<file path="src/rtl/des_round_stepper.sv">
module des_round_stepper (
  input  logic        clk,
  input  logic        rst_n,
  input  logic        wr_en,
  input  logic        wr_key,
  input  logic [2:0]  wr_idx,
  input  logic [7:0]  wr_byte,
  input  logic        step,
  input  logic        decrypt,
  output logic [63:0] data_o,
  output logic        done
);

  localparam int IP_T [64] = '{58,50,42,34,26,18,10,2, 60,52,44,36,28,20,12,4,
                               62,54,46,38,30,22,14,6, 64,56,48,40,32,24,16,8,
                               57,49,41,33,25,17,9,1,  59,51,43,35,27,19,11,3,
                               61,53,45,37,29,21,13,5, 63,55,47,39,31,23,15,7};
  localparam int FP_T [64] = '{40,8,48,16,56,24,64,32, 39,7,47,15,55,23,63,31,
                               38,6,46,14,54,22,62,30, 37,5,45,13,53,21,61,29,
                               36,4,44,12,52,20,60,28, 35,3,43,11,51,19,59,27,
                               34,2,42,10,50,18,58,26, 33,1,41,9,49,17,57,25};
  localparam int E_T [48] = '{32,1,2,3,4,5, 4,5,6,7,8,9, 8,9,10,11,12,13, 12,13,14,15,16,17,
                              16,17,18,19,20,21, 20,21,22,23,24,25, 24,25,26,27,28,29, 28,29,30,31,32,1};
  localparam int P_T [32] = '{16,7,20,21,29,12,28,17, 1,15,23,26,5,18,31,10,
                              2,8,24,14,32,27,3,9, 19,13,30,6,22,11,4,25};
  localparam int PC1_T [56] = '{57,49,41,33,25,17,9, 1,58,50,42,34,26,18,
                                10,2,59,51,43,35,27, 19,11,3,60,52,44,36,
                                63,55,47,39,31,23,15, 7,62,54,46,38,30,22,
                                14,6,61,53,45,37,29, 21,13,5,28,20,12,4};
  localparam int PC2_T [48] = '{14,17,11,24,1,5, 3,28,15,6,21,10, 23,19,12,4,26,8, 16,7,27,20,13,2,
                                41,52,31,37,47,55, 30,40,51,45,33,48, 44,49,39,56,34,53, 46,42,50,36,29,32};

  localparam int S1 [64] = '{14,4,13,1,2,15,11,8,3,10,6,12,5,9,0,7, 0,15,7,4,14,2,13,1,10,6,12,11,9,5,3,8,
                             4,1,14,8,13,6,2,11,15,12,9,7,3,10,5,0, 15,12,8,2,4,9,1,7,5,11,3,14,10,0,6,13};
  localparam int S2 [64] = '{15,1,8,14,6,11,3,4,9,7,2,13,12,0,5,10, 3,13,4,7,15,2,8,14,12,0,1,10,6,9,11,5,
                             0,14,7,11,10,4,13,1,5,8,12,6,9,3,2,15, 13,8,10,1,3,15,4,2,11,6,7,12,0,5,14,9};
  localparam int S3 [64] = '{10,0,9,14,6,3,15,5,1,13,12,7,11,4,2,8, 13,7,0,9,3,4,6,10,2,8,5,14,12,11,15,1,
                             13,6,4,9,8,15,3,0,11,1,2,12,5,10,14,7, 1,10,13,0,6,9,8,7,4,15,14,3,11,5,2,12};
  localparam int S4 [64] = '{7,13,14,3,0,6,9,10,1,2,8,5,11,12,4,15, 13,8,11,5,6,15,0,3,4,7,2,12,1,10,14,9,
                             10,6,9,0,12,11,7,13,15,1,3,14,5,2,8,4, 3,15,0,6,10,1,13,8,9,4,5,11,12,7,2,14};
  localparam int S5 [64] = '{2,12,4,1,7,10,11,6,8,5,3,15,13,0,14,9, 14,11,2,12,4,7,13,1,5,0,15,10,3,9,8,6,
                             4,2,1,11,10,13,7,8,15,9,12,5,6,3,0,14, 11,8,12,7,1,14,2,13,6,15,0,9,10,4,5,3};
  localparam int S6 [64] = '{12,1,10,15,9,2,6,8,0,13,3,4,14,7,5,11, 10,15,4,2,7,12,9,5,6,1,13,14,0,11,3,8,
                             9,14,15,5,2,8,12,3,7,0,4,10,1,13,11,6, 4,3,2,12,9,5,15,10,11,14,1,7,6,0,8,13};
  localparam int S7 [64] = '{4,11,2,14,15,0,8,13,3,12,9,7,5,10,6,1, 13,0,11,7,4,9,1,10,14,3,5,12,2,15,8,6,
                             1,4,11,13,12,3,7,14,10,15,6,8,0,5,9,2, 6,11,13,8,1,4,10,7,9,5,0,15,14,2,3,12};
  localparam int S8 [64] = '{13,2,8,4,6,15,11,1,10,9,3,14,5,0,12,7, 1,15,13,8,10,3,7,4,12,5,6,11,0,14,9,2,
                             7,11,4,1,9,12,14,2,0,6,10,13,15,3,5,8, 2,1,14,7,4,10,8,13,15,12,9,0,3,5,6,11};

  function automatic logic [63:0] perm64(input logic [63:0] x, input logic final_p);
    for (int i = 0; i < 64; i++)
      perm64[6'(63-i)] = x[6'(64 - (final_p ? FP_T[i] : IP_T[i]))];
  endfunction

  function automatic logic [55:0] pc1_f(input logic [63:0] x);
    for (int i = 0; i < 56; i++) pc1_f[6'(55-i)] = x[6'(64-PC1_T[i])];
  endfunction

  function automatic logic [47:0] pc2_f(input logic [55:0] x);
    for (int i = 0; i < 48; i++) pc2_f[6'(47-i)] = x[6'(56-PC2_T[i])];
  endfunction

  function automatic logic [47:0] e_f(input logic [31:0] x);
    for (int i = 0; i < 48; i++) e_f[6'(47-i)] = x[5'(32-E_T[i])];
  endfunction

  function automatic logic [31:0] p_f(input logic [31:0] x);
    for (int i = 0; i < 32; i++) p_f[5'(31-i)] = x[5'(32-P_T[i])];
  endfunction

  function automatic logic [3:0] sb(input int n, input logic [5:0] b);
    logic [5:0] a;
    a = {b[5], b[0], b[4:1]};
    case (n)
      0: sb = 4'(S1[a]);
      1: sb = 4'(S2[a]);
      2: sb = 4'(S3[a]);
      3: sb = 4'(S4[a]);
      4: sb = 4'(S5[a]);
      5: sb = 4'(S6[a]);
      6: sb = 4'(S7[a]);
      default: sb = 4'(S8[a]);
    endcase
  endfunction

  function automatic logic [31:0] sbox_all(input logic [47:0] x);
    for (int j = 0; j < 8; j++) sbox_all[31-4*j -: 4] = sb(j, x[47-6*j -: 6]);
  endfunction

  function automatic logic [27:0] rot(input logic [27:0] x, input logic right, input logic [1:0] amt);
    case ({right, amt})
      3'b001:  rot = {x[26:0], x[27]};
      3'b010:  rot = {x[25:0], x[27:26]};
      3'b101:  rot = {x[0], x[27:1]};
      3'b110:  rot = {x[1:0], x[27:2]};
      default: rot = x;
    endcase
  endfunction

  logic [63:0] data_q, key_q, blk, step_res;
  logic [55:0] cd_q, cd_src, cd_nxt;
  logic [31:0] fout, r_new;
  logic [3:0]  rnd_q;
  logic        dec_q, done_q, first, dir, single;
  logic [1:0]  amt;

  assign first  = (rnd_q == 4'd0);
  assign dir    = first ? decrypt : dec_q;
  assign blk    = first ? perm64(data_q, 1'b0) : data_q;
  assign cd_src = first ? pc1_f(key_q) : cd_q;
  assign single = dir ? (rnd_q == 4'd1 || rnd_q == 4'd8 || rnd_q == 4'd15)
                      : (rnd_q == 4'd0 || rnd_q == 4'd1 || rnd_q == 4'd8 || rnd_q == 4'd15);
  assign amt    = (dir && first) ? 2'd0 : (single ? 2'd1 : 2'd2);
  assign cd_nxt = {rot(cd_src[55:28], dir, amt), rot(cd_src[27:0], dir, amt)};
  assign fout   = p_f(sbox_all(e_f(blk[31:0]) ^ pc2_f(cd_nxt)));
  assign r_new  = blk[63:32] ^ fout;
  assign step_res = (rnd_q == 4'd15) ? perm64({r_new, blk[31:0]}, 1'b1) : {blk[31:0], r_new};

  assign data_o = data_q;
  assign done   = done_q;

  always_ff @(posedge clk or negedge rst_n) begin
    if (!rst_n) begin
      data_q <= '0;
      key_q  <= '0;
      cd_q   <= '0;
      rnd_q  <= '0;
      dec_q  <= 1'b0;
      done_q <= 1'b0;
    end else if (wr_en) begin
      if (wr_key) key_q[{wr_idx, 3'b000} +: 8] <= wr_byte;
      else begin
        data_q[{wr_idx, 3'b000} +: 8] <= wr_byte;
        rnd_q  <= '0;
        done_q <= 1'b0;
      end
    end else if (step && !done_q) begin
      data_q <= step_res;
      cd_q   <= cd_nxt;
      rnd_q  <= rnd_q + 4'd1;
      if (first) dec_q <= decrypt;
      if (rnd_q == 4'd15) done_q <= 1'b1;
    end
  end

  a_r6_counter_advances: assert property (@(posedge clk) disable iff (!rst_n)
    (step && !done_q && !wr_en) |=> (rnd_q == 4'($past(rnd_q) + 4'd1)));
  a_r6_done_after_last: assert property (@(posedge clk) disable iff (!rst_n)
    (step && !done_q && !wr_en && rnd_q == 4'd15) |=> done_q);
  a_r7_ignored_when_done: assert property (@(posedge clk) disable iff (!rst_n)
    (done_q && !wr_en) |=> ($stable(data_q) && done_q));
  a_r8_load_restarts: assert property (@(posedge clk) disable iff (!rst_n)
    (wr_en && !wr_key) |=> (rnd_q == 4'd0 && !done_q));
  a_r9_direction_held: assert property (@(posedge clk) disable iff (!rst_n)
    (rnd_q != 4'd0) |=> $stable(dec_q));
  a_r10_write_wins: assert property (@(posedge clk) disable iff (!rst_n)
    (wr_en && wr_key) |=> ($stable(data_q) && $stable(rnd_q)));

endmodule

</file>
<file path="config.mk">
export PLATFORM = sky130hd
export DESIGN_NAME = des_round_stepper
export DESIGN_NICKNAME = d
export VERILOG_FILES = /design/src/rtl/des_round_stepper.sv
export SDC_FILE = /design/constraint.sdc
export NUM_CORES = 1
export LEC_CHECK = 0
export ABC_AREA = 1
export BUFFER_PORTS_ARGS = -buffer_cell sky130_fd_sc_hd__buf_4
export CORE_MARGIN = 2
export CORE_UTILIZATION = 45
export DETAILED_ROUTE_END_ITERATION = 6
export PLACE_DENSITY = 0.7
export SYNTH_ARGS = -nofsm -noshare
export SYNTH_HDL_FRONTEND = slang
export SYNTH_SLANG_ARGS = --single-unit
</file>
<file path="constraint.sdc">
create_clock -name clk -period 4.19 [get_ports clk]
set_input_delay 0.419 -clock clk [delete_from_list [all_inputs] [get_ports clk]]
set_output_delay 0.419 -clock clk [all_outputs]
set_load 0.02 [all_outputs]
</file>
* Word level (Yosys, flattened, before mapping)
Memories as Yosys holds them, arrays and structs flattened.
Cells that the tools add are included.
** Word-level totals
- Bits in registers :: 190
- Bits in read-only memories :: 8192
- Input bits :: 17
- Output and inout bits :: 65
- Logic and storage cells :: 77
- Memories kept :: 4
** Memories
- (name not given) :: depth 64, width 32, read ports 1, clocked after memory_dff 0, wr ports 0, RTL line 80 : 5: sb = 4'(S6[a]);
- (name not given) :: depth 64, width 32, read ports 1, clocked after memory_dff 0, wr ports 0, RTL line 79 : 4: sb = 4'(S5[a]);
- (name not given) :: depth 64, width 32, read ports 1, clocked after memory_dff 0, wr ports 0, RTL line 81 : 6: sb = 4'(S7[a]);
- (name not given) :: depth 64, width 32, read ports 1, clocked after memory_dff 0, wr ports 0, RTL line 82 : default: sb = 4'(S8[a]);
** Cells by class
- Add/subtract/negate cells :: 2
- Order comparisons :: 4
- Equal/unequal tests :: 8
- Shifts and indexed selects :: 2
- Multiplexer cells :: 29
- Bitwise logic cells :: 7
- Reduce and logical (&&, ||, !) cells :: 15
** Operator list (count)
- two-way mux 64 bit :: 5
- case mux 28 bit (4 select lines) :: 2
- bitwise mux 64 bit :: 2
- variable shift 8 x 8 -> 64 bit, first input constant :: 1
- variable part select 8 x 8 -> 64 bit :: 1
- two-way mux 56 bit :: 1
- bitwise XOR 32 bit :: 1
- greater-or-equal comparator 7 bit, second input constant :: 4
- inverter 6 -> 7 bit :: 4
- bitwise XOR 24 bit :: 1
- two-way mux 4 bit :: 5
- two-way mux 3 bit :: 4
- == test 4 bit, second input constant :: 2
- two-way mux 2 bit :: 4
- negation 6 -> 8 bit :: 1
- == test 3 bit, second input constant :: 2
- two-way mux 1 bit :: 6
- AND reduction 2 bit :: 3
- logical OR 1 bit :: 5
- adder 4 x 1 -> 4 bit, second input constant :: 1
- == test 4 x 1 -> 1 bit, second input constant :: 1
- logical NOT 4 bit :: 1
- nonzero test 2 bit :: 2
- == test 3 x 1 -> 1 bit, second input constant :: 1
- 6 further kinds :: 7

* Longest topological paths before layout
Gate-level depths: netlist of run 1.
- Word-level depth :: 18
- Gate-level depth with buffers :: 28
- Mapped depth without buffers :: 26

* Worst setup path before layout of run 1
OpenSTA, ideal clock, no wires.
- Kind :: register -> register
- From :: register rnd_q[0]
- To :: register data_q[7], in the netlist data_o[7]
- Library setup time :: 0.126 ns
- Arrival time :: 2.978 ns
- Required time :: 4.064 ns
- Path slack :: 1.086 ns
- Cell stages (with the launch flop) :: 27
- Cell sequence :: dfrtp_1 inv_1 ha_1 clkbuf_2 nand2_1 nand2_1 nand2_2 nand3_4 nand2_2 inv_4 buf_6 nand2_1 o21ai_0 a221oi_1 o21ai_0 xnor2_1 inv_1 ha_1 nand3b_1 nand2_1 nand2_1 nand2_1 nand2_1 nand2_1 nand2_1 nand3_1 a21oi_1
** On the way
- Word-level cells in the longest chain between the ends :: 18
- Elaborated cells between the ends (all ways) :: 30
- Those cells by class :: 7 x eq/ne; 12 x mux; 3 x bitwise; 7 x reduce/logical; 1 x memory
** RTL lines
- from (decl) :: RTL line 103 : logic [3:0] rnd_q;
- from (signal assigned) :: RTL line 140 : rnd_q <= rnd_q + 4'd1;
- == test 4 x 1 -> 1 bit or logical NOT 4 bit (tied branches) :: RTL line 111, 112, 107
- logical OR 1 bit (3 in series) :: RTL line 112 : : (rnd_q == 4'd0 || rnd_q == 4'd1 || rnd_q == 4'd8 || rnd_q == 4'd15);
- two-way mux 1 bit :: RTL line 111 : assign single = dir ? (rnd_q == 4'd1 || rnd_q == 4'd8 || rnd_q == 4'd15)
- two-way mux 2 bit (2 in series) :: RTL line 113 : assign amt = (dir && first) ? 2'd0 : (single ? 2'd1 : 2'd2);
- == test 3 bit, or another cell as far along :: RTL line 91 : case ({right, amt})
- case mux 28 bit (4 select lines) :: RTL line 91
- bitwise XOR 24 bit :: RTL line 115 : assign fout = p_f(sbox_all(e_f(blk[31:0]) ^ pc2_f(cd_nxt)));
- inverter 6 -> 7 bit
- memory (64 x 32 bit)
- two-way mux 2 bit (not written as such) (2 in series) :: RTL line 79
- bitwise XOR 32 bit :: RTL line 116 : assign r_new = blk[63:32] ^ fout;
- two-way mux 64 bit * :: RTL line 117 : assign step_res = (rnd_q == 4'd15) ? perm64({r_new, blk[31:0]}, 1'b1) : {blk[31:0], r_new};
- two-way mux 64 bit * :: RTL line 137 : end else if (step && !done_q) begin
- two-way mux 64 bit * :: RTL line 130 : end else if (wr_en) begin
- to (signal, indexed assignment) :: RTL line 133 : data_q[{wr_idx, 3'b000} +: 8] <= wr_byte;
- to (signal assigned) :: RTL line 138 : data_q <= step_res;
- to (decl) :: RTL line 100 : logic [63:0] data_q, key_q, blk, step_res;
Mark *: on every way between the ends. The rest lies on a longest branch, timed or not. The select of a mux whose other input is x is not followed.
A chain may end at the register's enable or synchronous reset.

* Final worst setup path of run 1
- From :: register rnd_q[0]
- To :: register data_q[0], in the netlist data_o[0]
** On the way
- Word-level cells in the longest chain between the ends :: 18
- Elaborated cells between the ends (all ways) :: 30
- Those cells by class :: 7 x eq/ne; 12 x mux; 3 x bitwise; 7 x reduce/logical; 1 x memory
** RTL lines (RTL line)
- == test 4 x 1 -> 1 bit or logical NOT 4 bit (tied branches) :: 111, 112, 107
- logical OR 1 bit (3 in series) :: 112
- two-way mux 1 bit :: 111
- two-way mux 2 bit (2 in series) :: 113
- == test 3 bit, or another cell as far along :: 91
- case mux 28 bit (4 select lines) :: 91
- bitwise XOR 24 bit * :: 115
- inverter 6 -> 7 bit *
- memory (64 x 32 bit) *
- two-way mux 4 bit (not written as such) * (2 in series) :: 81
- bitwise XOR 32 bit * :: 116
- two-way mux 64 bit * :: 117
- two-way mux 64 bit * :: 137
- two-way mux 64 bit * :: 130
Marks and branches as above.

==> results of run 1 <==
Yosys cell counts (6+ instances only):
library cell,instances
a22oi_1,7
nor3_1,9
nand3b_1,6
o21a_1,6
dfrtp_1,110
o22ai_1,30
nand4_1,8
buf_2,6
buf_6,9
nand3_1,105
inv_2,8
inv_1,143
nand2_1,356
o21ai_0,92
a21oi_1,36
ha_1,31
nor2_1,104
o21ai_1,10
a221oi_1,6
nand2_2,20
nor2_2,6
clkbuf_1,18
flip-flops by register name, summed over array words and instances (netlist names):
name / cells
done: 1
key_q: 12
cd_q: 28
dec_q: 1
rnd_q: 4
data_o: 64
metal layers:
layer | part of all wire | GRT usage | vias up
li1 | - | - | 4063
met1 | 0.41 | 0.377 | 3956
met5 | 0 | 0 | -
met2 | 0.45 | 0.453 | 480
met3 | 0.091 | 0.0509 | 84
met4 | 0.046 | 0.124 | 0
cells in the final DEF, fill, tap and decap left out, drive strengths merged, types with 7 or more instances in the layout:
cell type | synthesis | routed
buf | 18 | 101
o21ai | 105 | 105
a22oi | 7 | 7
nor2 | 113 | 113
nor3 | 9 | 9
nand3 | 111 | 111
clkbuf | 19 | 9
inv | 153 | 156
o22ai | 30 | 30
dfrtp | 110 | 110
xnor2 | 7 | 7
nand4 | 8 | 8
ha | 31 | 31
a21oi | 36 | 36
nand2 | 381 | 381
final timing paths:
kind / cells after the start / to / slack (ns)
max in group asynchronous: 2 / data_o[13] / 3.59
min in group clk: 2 / key_q[3] / 0.38
worst max-delay path: 17 / data_o[0] / 0.40
worst min-delay path: 2 / cd_q[20] / 0.09
worst max register to register: 17 / data_o[0] / 0.40
worst min register to register: 2 / cd_q[10] / 0.49
kinds of logic after synthesis:
family                     after synthesis  share of synthesized area
and+or+nand+nor                        630                      0.336
AOI/OAI and AO/OA                      218                      0.158
buffers and inverters                  193                     0.0996
DFF                                    110                      0.339
adders and majority gates               31                     0.0477
xor gates and xnor gates                10                     0.0126
muxes                                    5                    0.00677
area by class of cell:
class                   count  area, um2
clock buffers               9        225
well taps                 229        287
flip-flops and latches    110       2750
fillers                  1761       8570
clock inverters             7       76.3
repair buffers            101        771
inverters                 156        591
multi-input cells         894       4570
metrics by stage:
| step | power, uW | setup slack, ns | util |
|---|---|---|---|
| finish | 5250 | 0.400 | 0.520 |
| global route | 5630 | 0.0615 | 0.520 |
| CTS | 5210 | 0.481 | 0.520 |
| detailed placement | 4310 | 0.509 | 0.503 |
| global placement | 4290 | 0.564 | 0.503 |
| floorplan | 3510 | 1.09 | - |
power breakdown:
group / switching [uW] / leakage (uW) / internal (uW)
clock: 470 / 0.000145 / 425
combinational: 1980 / 0.00287 / 948
sequential: 168 / 0.00144 / 1260
total: 2610 / 0.00445 / 2630
worst max-delay path, cell delays in order (launching register included):
cell     delay (ns)
dfrtp_1        0.44
inv_1          0.08
ha_1           0.35
nand2_4        0.27
o21ai_0        0.65
inv_1          0.33
o21ai_0        0.16
nand2_1        0.23
ha_1           0.39
inv_1          0.07
nand3_1        0.09
nand3_1        0.11
nand3_1        0.08
nand3_1        0.11
nand2_1        0.05
nand2_1        0.05
nand3_1        0.10
a21oi_1        0.15
==> impl_results.md, run 1 <==
- Cells after DPL: 1490
- WP data required: 4.48 ns
- Mapped Area: 8130 um2
- Fin. max-slew vios: 0
- Number of CTS-inserted buffers: 9
- CORE AREA: 17800 um2
- First-pass GRT wire length: 43200 um
- H-tree levels: 3
- Die Width: 138 um
- # rows: 49
- CTS tree: yes
- Leading area contributor after synthesis: dfrtp_1
- Initial Util: 0.456
- Pleak: 0.00445 uW
- Share of layout cells above drive strength 1: 0.140
- Crit path arrival time: 4.08 ns
- CP Launch Point: rnd_q[0]
- CTS clk-pin slew, worst paths: 0.08 ns
- Final HPWL DP: 21100 um
- Setup TNS: 0 ns
- Post-Syn Instances: 1197
- Final ANT Viol Nets: 0
- Fin nets: 1320
- Final Cycle Share: 0.905
- Top FF cell, synth: dfrtp_1
- Synthesized area per cell: 6.79 um2
- Post-cts gate resize count: 0
- Synthesized Nets: 1245
- Wirelength, routed: 27400 um
- Worst hold slack: 0.0882 ns
- Clock Path Buffers: 2
- Final Non-Filler Cells: 1506
- Ant. Diodes: 0
- GPL Wtd Cong: 0.961
- Pin count of the biggest net entering global routing: 111
- Clk_skew: 0.0124 ns
- DRC violations left: 6
- Count of cell types in the netlist: 50
- Synth area leaders: dfrtp_1 (34%), nand2_1 (16%), inv_1 (6.6%), nand3_1 (6.5%), o21ai_0 (5.7%)
- CP Max Fanout: 31
- Final Hold Viols: 0
- Cts hold-fix bufs: 0
- Hold Path Class: in -> async
- Crit path capture type: flip-flop
- Failing checks: design-rule violations
- Gr ovfl total: 0
- WL/cell: 18.2 um
- Input/output buffers: 81
- Tmin final: 3.79 ns
- Critical path type: reg -> reg
- Synth warn: 0
- IO Pins: 82
- RSZ-0062 raised after global routing: false
- Max_slew headroom: 0.469
- Clk_lat worst skew: 0.37 ns
- Pre-Repair DR Iteration Count: 7
- Clk sink count: 110
- Placed Instance Area: 8970 um2
- Initial drt markers: 941
- Vias in the first global route: 7895
- Worst setup SP type: flip-flop
- Fmax: 264 MHz
- Antenna violations before repair: 0
- Max_cap viols: 0
- Worst r2r src: rnd_q[0]
- Maximum VDD drop: 0.283 mV
- Number of synthesized register bits: 110
- Register area share after synthesis: 0.339
- Post-CTS Setup Repair Bufs: 0
- Final Setup Violations: 0
- Die height: 138 um
- FFs w/ async S/R, synth: 1.00
- Pwr/cell area: 566 nW/um2
- Number of flops mapped to enable cells by yosys: 0
- Post-route cell area: 9270 um2
- Root Buffer: clkbuf_16
- Top cell type's share of synthesized area: 0.339
- Vias per Instance: 5.70
- Total vias in the final route: 8583
- Die area: 19200 um2
- GRT Total Usage: 0.283
- Area Growth Syn to Fin: 14.1%
- Status: complete, but fails checks
- Worst Tran Pin Value: 0.794 ns
Power figures use the tool's default switching activity.
==> run 2, diff against run 1 <==
--- a/config.mk
+++ b/config.mk
@@ -9,6 +9,7 @@
 export BUFFER_PORTS_ARGS = -buffer_cell sky130_fd_sc_hd__buf_4
 export CORE_MARGIN = 2
 export CORE_UTILIZATION = 45
+export CTS_BUF_LIST = sky130_fd_sc_hd__clkbuf_4 sky130_fd_sc_hd__clkbuf_8
 export DETAILED_ROUTE_END_ITERATION = 6
 export PLACE_DENSITY = 0.7
 export SYNTH_ARGS = -nofsm -noshare
==> impl_results.md, run 2 (synthesized netlist as in run 1, its figures left out) <==
- Status: finished, final reports clean
- # rows: 49
- Worst path top cell family by delay: simple AND/OR/NAND/NOR gates
- Worst Tran Pin Value: 0.770 ns
- Post-CTS Setup Repair Bufs: 0
- Wirelength, routed: 27300 um
- Initial Util: 0.456
- Pre-Repair DR Iteration Count: 6
- Number of CTS-inserted buffers: 9
- Die Width: 138 um
- Share of layout cells above drive strength 1: 0.140
- Maximum VDD drop: 0.267 mV
- CP max-delay cell: dfrtp_1
- Most frequent cells in the layout: nand2_1 (356), inv_1 (143), dfrtp_1 (110)
- Area Growth Syn to Fin: 12.8%
- Root Buffer: clkbuf_8
- Post-cts gate resize count: 0
- Fin. max-slew vios: 0
- Final Setup Violations: 0
- Worst hold slack: 0.0368 ns
- Worst setup SP type: flip-flop
- Setup TNS: 0 ns
- Hold Path Class: in -> async
- Clock Path Buffers: 2
- H-tree levels: 3
- Pleak: 0.00441 uW
- GRT Total Usage: 0.284
- Vias in the first global route: 7890
- Initial drt markers: 930
- Ant. Diodes: 0
- GPL Wtd Cong: 0.961
- Pwr/cell area: 549 nW/um2
- Clk_lat worst skew: 0.42 ns
- Pint: 2440 uW
- Crit path arrival time: 4.09 ns
- Commonest non-fill, non-tap cell in the layout: nand2_1
- WL/cell: 18.1 um
- Flip-flop count of the largest register after layout: 64
- Critical path type: reg -> reg
- Crit path top cell by count: nand2_1
- Fin nets: 1320
- Antenna violations before repair: 0
- Vias per Instance: 5.68
- Pin count of the biggest net entering global routing: 111
- Cell Chain, Critical Path: inv_1 -> ha_1 -> nand2_4 -> nand2_4 -> nand2_4 -> inv_4 -> nand2_2 -> inv_4 -> nand2_1 -> o21ai_0 -> a221oi_1 -> o21ai_0 -> xnor2_1 -> inv_1 -> ha_1 -> nand3b_1 -> nand2_1 -> nand2_1 -> nand2_1 -> nand2_1 -> nand3_1 -> nand3_1 -> a21oi_1
- FILL cells: 1782
- Tmin final: 3.74 ns
- Die height: 138 um
- Die area: 19200 um2
- Switching share of power: 0.514
- Comb power frac: 0.580
- Fmax: 267 MHz
- Total vias in the final route: 8561
- RSZ-0062 raised after global routing: false
- CTS tree: yes
- Max_cap viols: 0
- IO Pins: 82
- CP Buf/Inv Count: 4
- Final HPWL DP: 21100 um
- DRC violations left: 0
- CTS clk-pin slew, worst paths: 0.13 ns
- Multi-input combinational cell area: 4570 um2
- Final ANT Viol Nets: 0
- Clk sink count: 110
- First-pass GRT wire length: 43300 um
- Clock share of power: 0.136
- Max_slew headroom: 0.482
- Seq. cell area: 2750 um2
- Final Hold Viols: 0
- Cts hold-fix bufs: 0
- CP peak stage delay: 0.45 ns
- CP Max Fanout: 31
- Input/output buffers: 81
- P_sw: 2590 uW
- Seq pwr share: 0.284
- Final Cycle Share: 0.893
- Clk_skew: 0.0195 ns
- Crit path capture type: flip-flop
- Gr ovfl total: 0
- CORE AREA: 17800 um2
- WP data required: 4.54 ns
run 2: power by group through the flow:
stage	Clock [uW]	Sequential, uW	Combinational [uW]
after floorplan	0	1510	2000
after global placement	0	1440	2850
after detailed placement	0	1440	2870
after CTS	695	1420	2880
after global routing	730	1450	3240
final	685	1430	2920
run 2: worst paths after layout:
path | start | end | slack [ns] | cells past startpoint
worst max-delay path | rnd_q[0] | data_o[7] | 0.45 | 23
worst min-delay path | rst_n | cd_q[20] | 0.04 | 2
worst max register to register | rnd_q[0] | data_o[7] | 0.45 | 23
worst min register to register | cd_q[9] | cd_q[9] | 0.50 | 2
max in group asynchronous | rst_n | data_o[13] | 3.65 | 2
min in group clk | wr_byte[3] | key_q[3] | 0.34 | 2
run 2: metal layers:
| layer | part of all wire | wire (um) | GRT usage |
|---|---|---|---|
| met3 | 0.094 | 2570 | 0.0509 |
| met4 | 0.051 | 1390 | 0.126 |
| met1 | 0.40 | 11000 | 0.381 |
| met2 | 0.45 | 12300 | 0.452 |
| met5 | 0 | 0 | 0 |
run 2: cell type report:
class,count,area share
Clock buffer,9,0.0135
Timing Repair Buffer,101,0.0840
Clock inverter,7,0.00832
Sequential cell,110,0.300
Inverter,156,0.0644
Tap cell,229,0.0312
Multi-Input combinational cell,894,0.498
run 2: metrics by stage:
| stage | cell area, um2 | util | total power, uW | setup slack (ns) | cells |
|---|---|---|---|---|---|
| 2_1_floorplan | 8130 | - | 3510 | 1.09 | 1197 |
| 3_3_place_gp | 8970 | 0.503 | 4290 | 0.564 | 1490 |
| 3_5_place_dp | 8970 | 0.503 | 4310 | 0.509 | 1490 |
| 4_1_cts | 9170 | 0.514 | 4990 | 0.481 | 1506 |
| 5_1_grt | 9170 | 0.514 | 5420 | 0.0592 | 1506 |
| 6_report | 9170 | 0.514 | 5030 | 0.449 | 1506 |
